===== config.mk =====
export PLATFORM = sky130hd
export DESIGN_NAME = pwm_chan
export DESIGN_NICKNAME = d
export VERILOG_FILES = /design/src/rtl/pwm_chan_pkg.sv /design/src/rtl/pwm_prescaler.sv /design/src/rtl/pwm_shadow_regs.sv /design/src/rtl/pwm_period_counter.sv /design/src/rtl/pwm_chan.sv
export SDC_FILE = /design/constraint.sdc
export NUM_CORES = 1
export LEC_CHECK = 0
export BUFFER_PORTS_ARGS = -buffer_cell sky130_fd_sc_hd__clkbuf_2
export CELL_PAD_IN_SITES_DETAIL_PLACEMENT = 1
export CELL_PAD_IN_SITES_GLOBAL_PLACEMENT = 2
export CORE_UTILIZATION = 44
export CTS_CLUSTER_SIZE = 24
export DETAILED_ROUTE_END_ITERATION = 10
export MAX_ROUTING_LAYER = met4
export PLACE_DENSITY_LB_ADDON = 0.2
export SYNTH_ARGS = -nofsm -noshare
export SYNTH_HDL_FRONTEND = slang
export SYNTH_SLANG_ARGS = --single-unit

===== constraint.sdc =====
create_clock -name clk -period 8.1 [get_ports clk]
set_input_delay 1.215 -clock clk [delete_from_list [all_inputs] [get_ports clk]]
set_output_delay 1.215 -clock clk [all_outputs]
set_load 0.01 [all_outputs]

===== src/rtl/pwm_chan_pkg.sv =====
package pwm_chan_pkg;
    parameter int CNT_W = 16;
    parameter int M_W   = 4;
    parameter int K_W   = 8;
    parameter int M_MAX = 8;

    localparam logic ADDR_PERIOD = 1'b0;
    localparam logic ADDR_CTRL   = 1'b1;

    localparam int CTRL_K_LSB = M_W;
    localparam int CTRL_POL   = 16;

    typedef struct packed {
        logic [CNT_W-1:0] sh_per;
        logic [CNT_W-1:0] sh_act;
        logic             pend;
        logic             pol_sh;
        logic [CNT_W-1:0] per_w;
        logic [CNT_W-1:0] act_w;
        logic             pol_w;
        logic [M_W-1:0]   m;
        logic [K_W-1:0]   k;
    } shadow_st_t;

    typedef struct packed {
        logic             run;
        logic [CNT_W-1:0] cnt;
    } period_st_t;
endpackage


===== src/rtl/pwm_prescaler.sv =====
module pwm_prescaler
    import pwm_chan_pkg::*;
(
    input  logic           clk,
    input  logic           rst_n,
    input  logic           run,
    input  logic [M_W-1:0] m_sel,
    input  logic [K_W-1:0] k_val,
    output logic           tick
);
    localparam int S1_W = (M_MAX > 0) ? M_MAX : 1;

    typedef struct packed {
        logic [S1_W-1:0] c1;
        logic [K_W-1:0]  c2;
    } div_st_t;

    div_st_t st_d, st_q;
    logic    t1;
    logic    t2;

    generate
        if (M_MAX > 0) begin : g_pow2
            logic [M_W-1:0] m_eff;
            logic [S1_W:0]  pow;
            logic [S1_W-1:0] lim1;
            always_comb begin
                m_eff = (m_sel > M_W'(M_MAX)) ? M_W'(M_MAX) : m_sel;
                pow   = (S1_W+1)'(1) << m_eff;
                lim1  = S1_W'(pow - (S1_W+1)'(1));
            end
            assign t1 = (st_q.c1 >= lim1);
        end else begin : g_nopow2
            assign t1 = 1'b1;
        end
    endgenerate

    assign t2   = (st_q.c2 >= k_val);
    assign tick = run && t1 && t2;

    always_comb begin
        st_d = st_q;
        if (!run) begin
            st_d.c1 = '0;
            st_d.c2 = '0;
        end else begin
            st_d.c1 = t1 ? '0 : st_q.c1 + 1'b1;
            if (t1) begin
                st_d.c2 = t2 ? '0 : st_q.c2 + 1'b1;
            end
        end
    end

    always_ff @(posedge clk or negedge rst_n) begin
        if (!rst_n) begin
            st_q <= '0;
        end else begin
            st_q <= st_d;
        end
    end
endmodule


===== src/rtl/pwm_shadow_regs.sv =====
module pwm_shadow_regs
    import pwm_chan_pkg::*;
(
    input  logic             clk,
    input  logic             rst_n,
    input  logic             wr_en,
    input  logic             wr_addr,
    input  logic [31:0]      wr_data,
    input  logic             boundary,
    input  logic             idle,
    output logic [CNT_W-1:0] per_w,
    output logic [CNT_W-1:0] act_w,
    output logic             pol_w,
    output logic [M_W-1:0]   m_val,
    output logic [K_W-1:0]   k_val,
    output logic             rdy
);
    localparam shadow_st_t ST_RST = '{
        sh_per: '0, sh_act: '0, pend: 1'b0, pol_sh: 1'b1,
        per_w: '0, act_w: '0, pol_w: 1'b1, m: '0, k: '0
    };

    shadow_st_t st_d, st_q;
    logic       load;

    assign load = boundary || idle;

    always_comb begin
        st_d = st_q;
        if (load) begin
            st_d.pol_w = st_q.pol_sh;
            if (st_q.pend) begin
                st_d.per_w = st_q.sh_per;
                st_d.act_w = st_q.sh_act;
                st_d.pend  = 1'b0;
            end
        end
        if (wr_en && (wr_addr == ADDR_PERIOD) && !st_q.pend) begin
            st_d.sh_per = wr_data[2*CNT_W-1:CNT_W];
            st_d.sh_act = wr_data[CNT_W-1:0];
            st_d.pend   = 1'b1;
        end
        if (wr_en && (wr_addr == ADDR_CTRL)) begin
            st_d.m      = wr_data[M_W-1:0];
            st_d.k      = wr_data[CTRL_K_LSB +: K_W];
            st_d.pol_sh = wr_data[CTRL_POL];
        end
    end

    always_ff @(posedge clk or negedge rst_n) begin
        if (!rst_n) begin
            st_q <= ST_RST;
        end else begin
            st_q <= st_d;
        end
    end

    assign per_w = st_q.per_w;
    assign act_w = st_q.act_w;
    assign pol_w = st_q.pol_w;
    assign m_val = st_q.m;
    assign k_val = st_q.k;
    assign rdy   = !st_q.pend;
endmodule


===== src/rtl/pwm_period_counter.sv =====
module pwm_period_counter
    import pwm_chan_pkg::*;
(
    input  logic             clk,
    input  logic             rst_n,
    input  logic             en,
    input  logic             tick,
    input  logic [CNT_W-1:0] per_w,
    input  logic [CNT_W-1:0] act_w,
    input  logic             pol_w,
    output logic             run,
    output logic             boundary,
    output logic [CNT_W-1:0] cnt,
    output logic             pwm_out
);
    period_st_t       st_d, st_q;
    logic [CNT_W-1:0] per_eff;
    logic             last;
    logic             active;

    assign run      = st_q.run && en;
    assign per_eff  = (per_w == '0) ? CNT_W'(1) : per_w;
    assign last     = (st_q.cnt >= per_eff - CNT_W'(1));
    assign boundary = run && tick && last;
    assign active   = (st_q.cnt < act_w);

    always_comb begin
        st_d     = st_q;
        st_d.run = en;
        if (!run) begin
            st_d.cnt = '0;
        end else if (tick) begin
            st_d.cnt = last ? '0 : st_q.cnt + 1'b1;
        end
    end

    always_ff @(posedge clk or negedge rst_n) begin
        if (!rst_n) begin
            st_q <= '0;
        end else begin
            st_q <= st_d;
        end
    end

    assign cnt     = st_q.cnt;
    assign pwm_out = run ? (pol_w ? active : !active) : !pol_w;
endmodule


===== src/rtl/pwm_chan.sv =====
module pwm_chan
    import pwm_chan_pkg::*;
(
    input  logic        clk,
    input  logic        rst_n,
    input  logic        en,
    input  logic        wr_en,
    input  logic        wr_addr,
    input  logic [31:0] wr_data,
    output logic        rdy,
    output logic        pwm_out
);
    logic             tick;
    logic             run;
    logic             boundary;
    logic [CNT_W-1:0] per_w;
    logic [CNT_W-1:0] act_w;
    logic [CNT_W-1:0] cnt;
    logic             pol_w;
    logic [M_W-1:0]   m_val;
    logic [K_W-1:0]   k_val;

    pwm_shadow_regs i_regs (
        .clk      (clk),
        .rst_n    (rst_n),
        .wr_en    (wr_en),
        .wr_addr  (wr_addr),
        .wr_data  (wr_data),
        .boundary (boundary),
        .idle     (!run),
        .per_w    (per_w),
        .act_w    (act_w),
        .pol_w    (pol_w),
        .m_val    (m_val),
        .k_val    (k_val),
        .rdy      (rdy)
    );

    pwm_prescaler i_div (
        .clk   (clk),
        .rst_n (rst_n),
        .run   (run),
        .m_sel (m_val),
        .k_val (k_val),
        .tick  (tick)
    );

    pwm_period_counter i_cnt (
        .clk      (clk),
        .rst_n    (rst_n),
        .en       (en),
        .tick     (tick),
        .per_w    (per_w),
        .act_w    (act_w),
        .pol_w    (pol_w),
        .run      (run),
        .boundary (boundary),
        .cnt      (cnt),
        .pwm_out  (pwm_out)
    );
endmodule


Yosys cells after proc, flatten, opt, wreduce, memory -nomap -nowiden

Index checks and enable logic that the tools add are counted.

Output and inout bits: 2
Register bits after elaboration: 112
Logic and storage cells: 56
Bits of input ports: 37

Shift-type cells: 1
Add/subtract/negate cells: 5
Magnitude comparators: 5
Multiplexer cells: 13
Bitwise operators: 1
Reduce and logical (&&, ||, !) cells: 16
Eq/ne operators: 2

Operators with widths:

| kind                    | number |
|---|---|
| $mux W16                | 5 |
| $mux W8                 | 3 |
| $add A16 B1 Y16 const B | 1 |
| $add A8 B1 Y8 const B   | 2 |
| $ge A16 B16 Y1          | 1 |
| $ge A8 B8 Y1            | 2 |
| $logic_not A16 Y1       | 1 |
| $lt A16 B16 Y1          | 1 |
| $sub A16 B1 Y16 const B | 1 |
| $logic_and A1 B1 Y1     | 8 |
| $shl A1 B4 Y8 const A   | 1 |
| $sub A8 B1 Y8 const B   | 1 |
| $gt A4 B4 Y1 const B    | 1 |
| $logic_not A1 Y1        | 4 |
| $mux W1                 | 4 |
| $mux W4                 | 1 |
| $ne A2 B1 Y1 const B    | 1 |
| $ne A2 B2 Y1 const B    | 1 |
| $reduce_and A2 Y1       | 1 |
| $reduce_bool A2 Y1      | 1 |
| $logic_or A1 B1 Y1      | 1 |
| $not A1 Y1              | 1 |

Logic depth before layout (Yosys ltp)

Gate-level depths: netlist (run 1).

Depth after elaboration: 12
Depth in mapped cells: 19
Gate-level depth less buffers: 17

By module

A second synthesis (run 1) with hierarchy kept.

Cell total of the unflattened synthesis: 606
Area total of the unflattened synthesis: 6563.8 µm²

Modules (own cells, without submodules):

| module             | cells each | area an instance (µm²) | instances |
|---|---|---|---|
| pwm_shadow_regs    | 214        | 3291.9                 | 1 |
| pwm_period_counter | 245        | 1993.2                 | 1 |
| pwm_prescaler      | 146        | 1275.0                 | 1 |
| pwm_chan           | 1          | 3.8                    | 1 |

Worst setup path after synthesis (run 1)

No wires, ideal clock.

Kind: register to register
From: register i_regs.st_q (netlist bit i_regs.per_w[9])
To: register i_regs.st_q (netlist bit i_regs.per_w[4])
Data arrival time: 4.467 ns
Data required time: 7.972 ns
Buffers on the path: 2
Stages on the path, launching flop included: 20
Path slack: 3.505 ns
Path through: dfrtp_1 or4_1 or4_1 or3_4 inv_1 a21oi_1 ha_1 nor3b_1 nand2_1 nor3_1 xnor2_1 ha_1 nand4_1 nor4_1 a211oi_1 o211ai_2 or3b_1 buf_2 buf_6 mux2_1

Cells in the longest elaborated chain, start to end: 7

Ends and longest elaborated chain:

| item                                 | line                     | source |
|---|---|---|
| from (decl)                          | pwm_shadow_regs.sv:23    | `shadow_st_t st_d, st_q;` |
| from (signal assigned)               | pwm_shadow_regs.sv:54    | `st_q <= st_d;` |
| $logic_not A16 Y1                    | pwm_period_counter.sv:22 | `assign per_eff = (per_w == '0) ? CNT_W'(1) : per_w;` |
| $mux W16 *                           | pwm_period_counter.sv:22 |  |
| $sub A16 B1 Y16 *                    | pwm_period_counter.sv:23 | `assign last = (st_q.cnt >= per_eff - CNT_W'(1));` |
| $ge A16 B16 Y1 *                     | pwm_period_counter.sv:23 |  |
| $logic_and A1 B1 Y1 *                | pwm_period_counter.sv:24 | `assign boundary = run && tick && last;` |
| $logic_or A1 B1 Y1 *                 | pwm_shadow_regs.sv:26    | `assign load = boundary \|\| idle;` |
| $reduce_and A2 Y1 (no source line) * | --                       |  |

Every way passes the cells marked *; elsewhere a longest branch is shown, timed or not.
A chain may end at the register's enable or synchronous reset.

Final worst setup path (run 1)

From: register i_regs.st_q (netlist bit i_regs.per_w[8])
To: register i_regs.st_q (netlist bit i_regs.per_w[1])

Same word-level chain as after synthesis.

==> impl_metrics.csv, run 1 <==
group,metric,value,unit
finish,area_growth,10.9,%
synthesis,synth_nets,621,
floorplan,start_util,45.4,%
sta,rsz0062_at_grt,"false",
clock_tree,ctsLongestPathBuffers,2,
setup_path,required,8.34,ns
pwr,p_per_area,247,nW/µm²
clock_tree,cts.sinks,112,
setup_path,arrival,6.11,ns
sta,hold_viol,0,
finish,nets,660,
min_path,hold_path_class,"flop to flop",
floorplan,die_y,119,µm
flow_run,cap_violations,0,
sta,fin_worst_skew,0.00872,ns
routing,drt-initial-drc-count,118,
setup_path,crit_path_end_kind,"flop",
synthesis,syn_inst,532,
synthesis,synth_top_area_cell,"dfrtp_1",
floorplan,rows,42,
floorplan,core,13300,µm²
routing,drt_wl_total,13400,µm
clock_tree,cts-root-buf,"clkbuf_16",
routing,drt_first_pass_iters,4,
sta,fin_tns_setup,0,ns
sta,setup_ws,2.23,ns
finish,drive_gt1_share,15.8,%
synthesis,synth.top_cell.area_share,45.4,%
synthesis,ys_ff_latch,112,
placement,port_buffers,38,
sta,relSlewSlack,40.5,%
placement,dp_hpwl,9970,µm
routing,vias,4192,
global_routing,grt_pass1_vias,4463,
global_routing,grt_pass1_wl,22700,µm
global_routing,antenna_found_initial,0,
sta,slew_violations,0,
finish,final_cell_area,6730,µm²
pwr,leakage,3.16,nW
setup_path,worstSetupPathType,"flop to flop",
floorplan,io_pins,39,
synthesis,synth_edf_count,0,
clock_tree,cts_tree,"yes",
global_routing,grt_max_degree,63,
floorplan,dieArea,14300,µm²
sta,setup_viol,0,
synthesis,ys_seq_area_share,46.3,%
synthesis,ys_warn_count,0,
global_routing,grt_overflow,0,
synthesis,synthTopCellsByArea,"dfrtp_1 (45%), ha_1 (11%), mux2_1 (10%), mux2_2 (4.3%), inv_1 (2.2%)",
synthesis,synth-async-reset-ratio,100,%
floorplan,die_w,119,µm
placement,placed_cell_area,6440,µm²
setup_path,path_max_fanout,26,
pwr,vdd_drop_max,0.173,mV
synthesis,yosysUniqueCellTypes,58,
clock_tree,post-cts-setup-buffer-count,0,
synthesis,synth_flop_cell,"dfrtp_1",
global_routing,grt_use_total,21.2,%
placement,place.gp.congestion,0.830,
routing,drc_errors,0,
routing,ant_nets,0,
clock_tree,htreeDepth,3,
routing,via_per_inst,5.57,
clock_tree,hold_buffers,0,
sta,finalCritPeriodShare,72.5,%
synthesis,syn-cell-area,6060,µm²
clock_tree,clk_latency,0.36,ns
synthesis,syn_area_per_cell,11.4,µm²
finish,n_antenna_cell,0,
sta,clock.fmax,0.170,GHz
setup_path,cp-start-kind,"flop",
placement,dp_slack,2.22,ns
finish,fill_cells,1450,
run_status,outcome,"finished, final reports clean",
sta,worstMarginPinSlew,0.889,ns
clock_tree,path_clk_slew,0.08,ns
sta,post-route-min-period,5.87,ns
routing,wl_per_cell,17.8,µm
clock_tree,cts_buffers,9,
clock_tree,cts_resized,0,
cell usage after synthesis, types with 3 or more instances:
library cell and instances:
a211oi_1 3, a21o_1 10, a21oi_1 19, a221o_1 6
a22o_1 4, a31oi_1 3, and3_1 8, buf_2 3
buf_6 3, clkbuf_1 7, dfrtp_1 110, ha_1 52
inv_1 36, mux2_1 56, mux2_2 23, nand2_1 22
nand2b_1 6, nand3_1 11, nand4_1 7, nor2_1 28
nor2b_1 3, nor3_1 16, nor3b_1 3, nor4_1 7
nor4b_1 5, o21ai_0 7, o21ai_1 5, o21bai_1 6
or4_1 5, xnor2_1 14, xor2_1 8
cell type report:
cell class                      count  area [µm²]  share of cell area, %
Multi-Input combinational cell    369        3050                   45.3
Timing Repair Buffer               43         230                   3.42
Clock buffer                        9         225                   3.35
Clock inverter                      7        61.3                  0.911
Inverter                           36         135                   2.01
Sequential cell                   112        2810                   41.7
Tap cell                          176         220                   3.27
final timing paths:
kind / from / endpoint / slack (ns) / depth (start not counted)
hold / removal: i_regs.st_q[67] / i_regs.per_w[4] / 0.48 / 1
max in group asynchronous: rst_n / i_regs.k_val[2] / 5.98 / 2
min in group asynchronous: rst_n / i_regs.k_val[5] / 0.89 / 1
setup / recovery: i_regs.per_w[8] / i_regs.per_w[1] / 2.23 / 18
hold reg to reg: i_regs.st_q[67] / i_regs.per_w[4] / 0.48 / 1
setup reg to reg: i_regs.per_w[8] / i_regs.per_w[1] / 2.23 / 18
routing by layer:
| layer | track usage (%) | wire [µm] |
|---|---|---|
| met1 | 26.8 | 6360 |
| met2 | 34.4 | 6440 |
| met3 | 4.55 | 339 |
| met4 | 5.86 | 218 |
| met5 | - | 0 |
report_power, final:
part / leakage [nW] / switching, mW / internal (mW)
sequential: 1.39 / 0.114 / 0.696
combinational: 1.64 / 0.205 / 0.208
clock: 0.135 / 0.221 / 0.215
total: 3.16 / 0.541 / 1.12
state kept, by name, summed over array words and instances, names as in the netlist:
name and flops:
i_regs.k_val 8, i_regs.m_val 4, i_div.st_q 16, i_regs.st_q 34
i_cnt.st_q 1, i_regs.act_w 16, i_regs.pol_w 1, i_cnt.cnt 16
i_regs.per_w 16
logic make-up (layout without fill, tap and decap cells):
kind of cell,Yosys count,after routing,share of synthesized area [%]
xor gates and xnor gates,22,22,3.18
adders and majority gates,52,52,10.7
muxes,80,80,14.8
buffers and inverters,51,95,3.59
and+or+nand+nor,132,132,11.7
DFF,112,112,46.3
AOI/OAI and AO/OA,83,83,9.70
per-stage QoR:
stage	power [mW]	std cells	hold WS (ns)	utilization [%]
2_1_floorplan	1.09	532	0.450	-
3_3_place_gp	1.20	736	0.461	48.2
3_5_place_dp	1.24	736	0.474	48.2
4_1_cts	1.69	752	0.489	50.4
5_1_grt	1.78	752	0.499	50.4
6_report	1.66	752	0.478	50.4
critical path, cell delays in order, from the launching register on:
cell and delay (ns):
dfrtp_1 0.44, or4_1 0.57, or4_1 0.45, or3_4 0.42, inv_1 0.07, a21oi_1 0.09
ha_1 0.25, nor3b_1 0.18, nand2_1 0.16, nor3_1 0.10, xnor2_1 0.15, ha_1 0.33
nand4_1 0.12, nor4_1 0.31, a211oi_1 0.14, o211ai_2 0.72, or3b_1 0.57, buf_4 0.30
mux2_1 0.36
placed cells by master (no fill, tap or decap), types with 3 or more instances in the layout:
| master | netlist | layout |
|---|---|---|
| nor3_1 | 16 | 16 |
| a211oi_1 | 3 | 3 |
| buf_4 | 0 | 6 |
| inv_6 | 0 | 3 |
| o21bai_1 | 6 | 6 |
| o21ai_1 | 5 | 4 |
| clkbuf_2 | 0 | 37 |
| and3_1 | 8 | 8 |
| nand2b_1 | 6 | 6 |
| a31oi_1 | 3 | 3 |
| xnor2_1 | 14 | 14 |
| mux2_2 | 23 | 23 |
| ha_1 | 52 | 52 |
| nor4b_1 | 5 | 5 |
| nor2b_1 | 3 | 3 |
| o21ai_0 | 7 | 7 |
| a221o_1 | 6 | 6 |
| dfrtp_1 | 110 | 110 |
| inv_1 | 36 | 36 |
| a21o_1 | 10 | 10 |
| a21oi_1 | 19 | 19 |
| nand2_1 | 22 | 22 |
| mux2_1 | 56 | 56 |
| nand4_1 | 7 | 7 |
| nor2_1 | 28 | 28 |
| or4_1 | 5 | 5 |
| a22o_1 | 4 | 4 |
| xor2_1 | 8 | 8 |
| clkbuf_16 | 0 | 9 |
| nor4_1 | 7 | 7 |
| nand3_1 | 11 | 11 |
Note: power is estimated with default switching activity, not from simulation.
==> run 2, diff against run 1 <==
CORE_UTILIZATION = 41   (was 44)
clock period = 6.02 ns   (was 8.1 ns; I/O delays follow)
==> impl_metrics.csv, run 2 (synthesis gave the netlist of run 1 again) <==
group,metric,value,unit
pwr,p_per_area,329,nW/µm²
placement,dp_hpwl,9910,µm
pwr,vdd_drop_max,0.191,mV
routing,wl_per_cell,17.3,µm
min_path,min_from,"i_regs.st_q[56]",
sta,slew_violations,0,
sta,rsz0062_at_grt,"false",
setup_path,path_max_fanout,20,
routing,ant_nets,0,
min_path,hold_path_class,"flop to flop",
floorplan,io_pins,39,
global_routing,grt_overflow,0,
clock_tree,clk_latency,0.36,ns
finish,regMostFlops,"i_regs.st_q",
floorplan,die_y,124,µm
floorplan,core,14500,µm²
clock_tree,ctsLongestPathBuffers,2,
floorplan,start_util,41.9,%
floorplan,die_w,124,µm
global_routing,grt_use_total,19.9,%
sta,whs,0.488,ns
clock_tree,cts_buffers,9,
finish,n_antenna_cell,0,
placement,place_inst,744,
sta,setup_viol,0,
sta,post-route-min-period,5.32,ns
setup_path,crit_family,"simple AND/OR/NAND/NOR gates",
global_routing,grt_pass1_vias,4386,
finish,largest_reg_flops,34,
finish,fin_cells,760,
routing,drc_errors,0,
finish,area_growth,11.0,%
placement,place.gp.congestion,0.755,
setup_path,crit_end,"i_regs.per_w[3]",
setup_path,crit_cells,18,
finish,seqCellArea,2810,µm²
run_status,outcome,"finished, final reports clean",
clock_tree,hold_buffers,0,
pwr,leakage,3.16,nW
sta,relSlewSlack,19.2,%
finish,nets,660,
setup_path,crit_path_end_kind,"flop",
finish,fill_cells,1571,
sta,finalCritPeriodShare,88.4,%
floorplan,rows,44,
clock_tree,cts_tree,"yes",
finish,multi_input_area,3050,µm²
setup_path,rr_startpoint,"i_regs.per_w[9]",
floorplan,dieArea,15300,µm²
setup_path,worstSetupStartpoint,"i_regs.per_w[9]",
setup_path,cp-start-kind,"flop",
clock_tree,cts_resized,0,
setup_path,rr_worst_depth,18,
setup_path,rrSetupSlack,0.70,ns
clock_tree,path_clk_slew,0.08,ns
global_routing,grt_max_degree,67,
sta,clock.fmax,0.188,GHz
setup_path,required,6.26,ns
global_routing,antenna_found_initial,0,
routing,drt_wl_total,13100,µm
sta,hold_viol,0,
setup_path,critPathSlowestCell,"or3b_1",
routing,drt-initial-drc-count,153,
clock_tree,post-cts-setup-buffer-count,0,
clock_tree,htreeDepth,3,
sta,fin_tns_setup,0,ns
setup_path,arrival,5.56,ns
placement,port_buffers,38,
setup_path,worstSetupPathType,"flop to flop",
clock_tree,cts-root-buf,"clkbuf_16",
sta,fin_worst_skew,0.00568,ns
setup_path,r2r-end,"i_regs.per_w[3]",
routing,via_per_inst,5.49,
setup_path,crit_chain,"or4_1 > or4_1 > or3_4 > inv_1 > a21oi_1 > ha_1 > nor3b_1 > nand2_1 > nor3_1 > xnor2_1 > ha_1 > nand4_1 > nor4_1 > a211oi_1 > o211ai_2 > or3b_1 > buf_4 > mux2_1",
routing,vias,4172,
global_routing,grt_pass1_wl,22500,µm
setup_path,worst-path-buf-inv,2,
flow_run,cap_violations,0,
sta,worstMarginPinSlew,1.21,ns
setup_path,cpPeakStageDelay,0.60,ns
finish,layout_commonest_cell,"dfrtp_1",
finish,final_cell_mix,"dfrtp_1 (110), mux2_1 (56), ha_1 (52)",
routing,drt_first_pass_iters,4,
finish,drive_gt1_share,15.8,%
clock_tree,cts.sinks,112,
run 2: cell count changes in the layout (fill, tap and decap cells not counted):
cell        delta
inv_8          -1
clkinvlp_4     -1
clkinv_2       +1
clkinv_4       +2
inv_6          -1
run 2: how the worst min path moves through the flow:
stage	end	slack [ns]	depth (start not counted)
final	i_regs.act_w[9]	0.49	1
after global routing	i_regs.st_q[61]	0.51	1
after CTS	i_regs.st_q[67]	0.49	1
after detailed placement	i_regs.st_q[67]	0.47	1
after global placement	i_regs.per_w[0]	0.46	1
after floorplan	i_regs.st_q[67]	0.45	1
run 2: final cells by class:
cell class	instances	area share (%)
sequential	112	41.7
tap	184	3.42
multi-input combinational	369	45.3
clock inverter	7	0.836
timing repair buffer	43	3.42
inverter	36	2.01
clock buffer	9	3.35
run 2: per-stage QoR:
| stage | setup WS, ns | total power, mW | utilization (%) | instance area, µm² |
|---|---|---|---|---|
| after floorplan | 1.43 | 1.47 | - | 6060 |
| after global placement | 0.902 | 1.62 | 44.5 | 6450 |
| after detailed placement | 0.667 | 1.67 | 44.5 | 6450 |
| after CTS | 0.639 | 2.26 | 46.5 | 6730 |
| after global routing | 0.351 | 2.38 | 46.5 | 6730 |
| final | 0.697 | 2.22 | 46.5 | 6730 |
run 2: routing by layer:
metal | vias to the layer above | routed length [µm] | GRT usage (%)
met5 | - | 0 | -
met4 | 0 | 180 | 6.17
met3 | 13 | 325 | 3.43
met2 | 45 | 6090 | 30.7
met1 | 2104 | 6530 | 26.9
li1 | 2010 | - | -
run 2: where the power goes:
group / switching, mW / internal, mW
clock: 0.289 / 0.286
combinational: 0.274 / 0.281
sequential: 0.149 / 0.936
total: 0.713 / 1.50
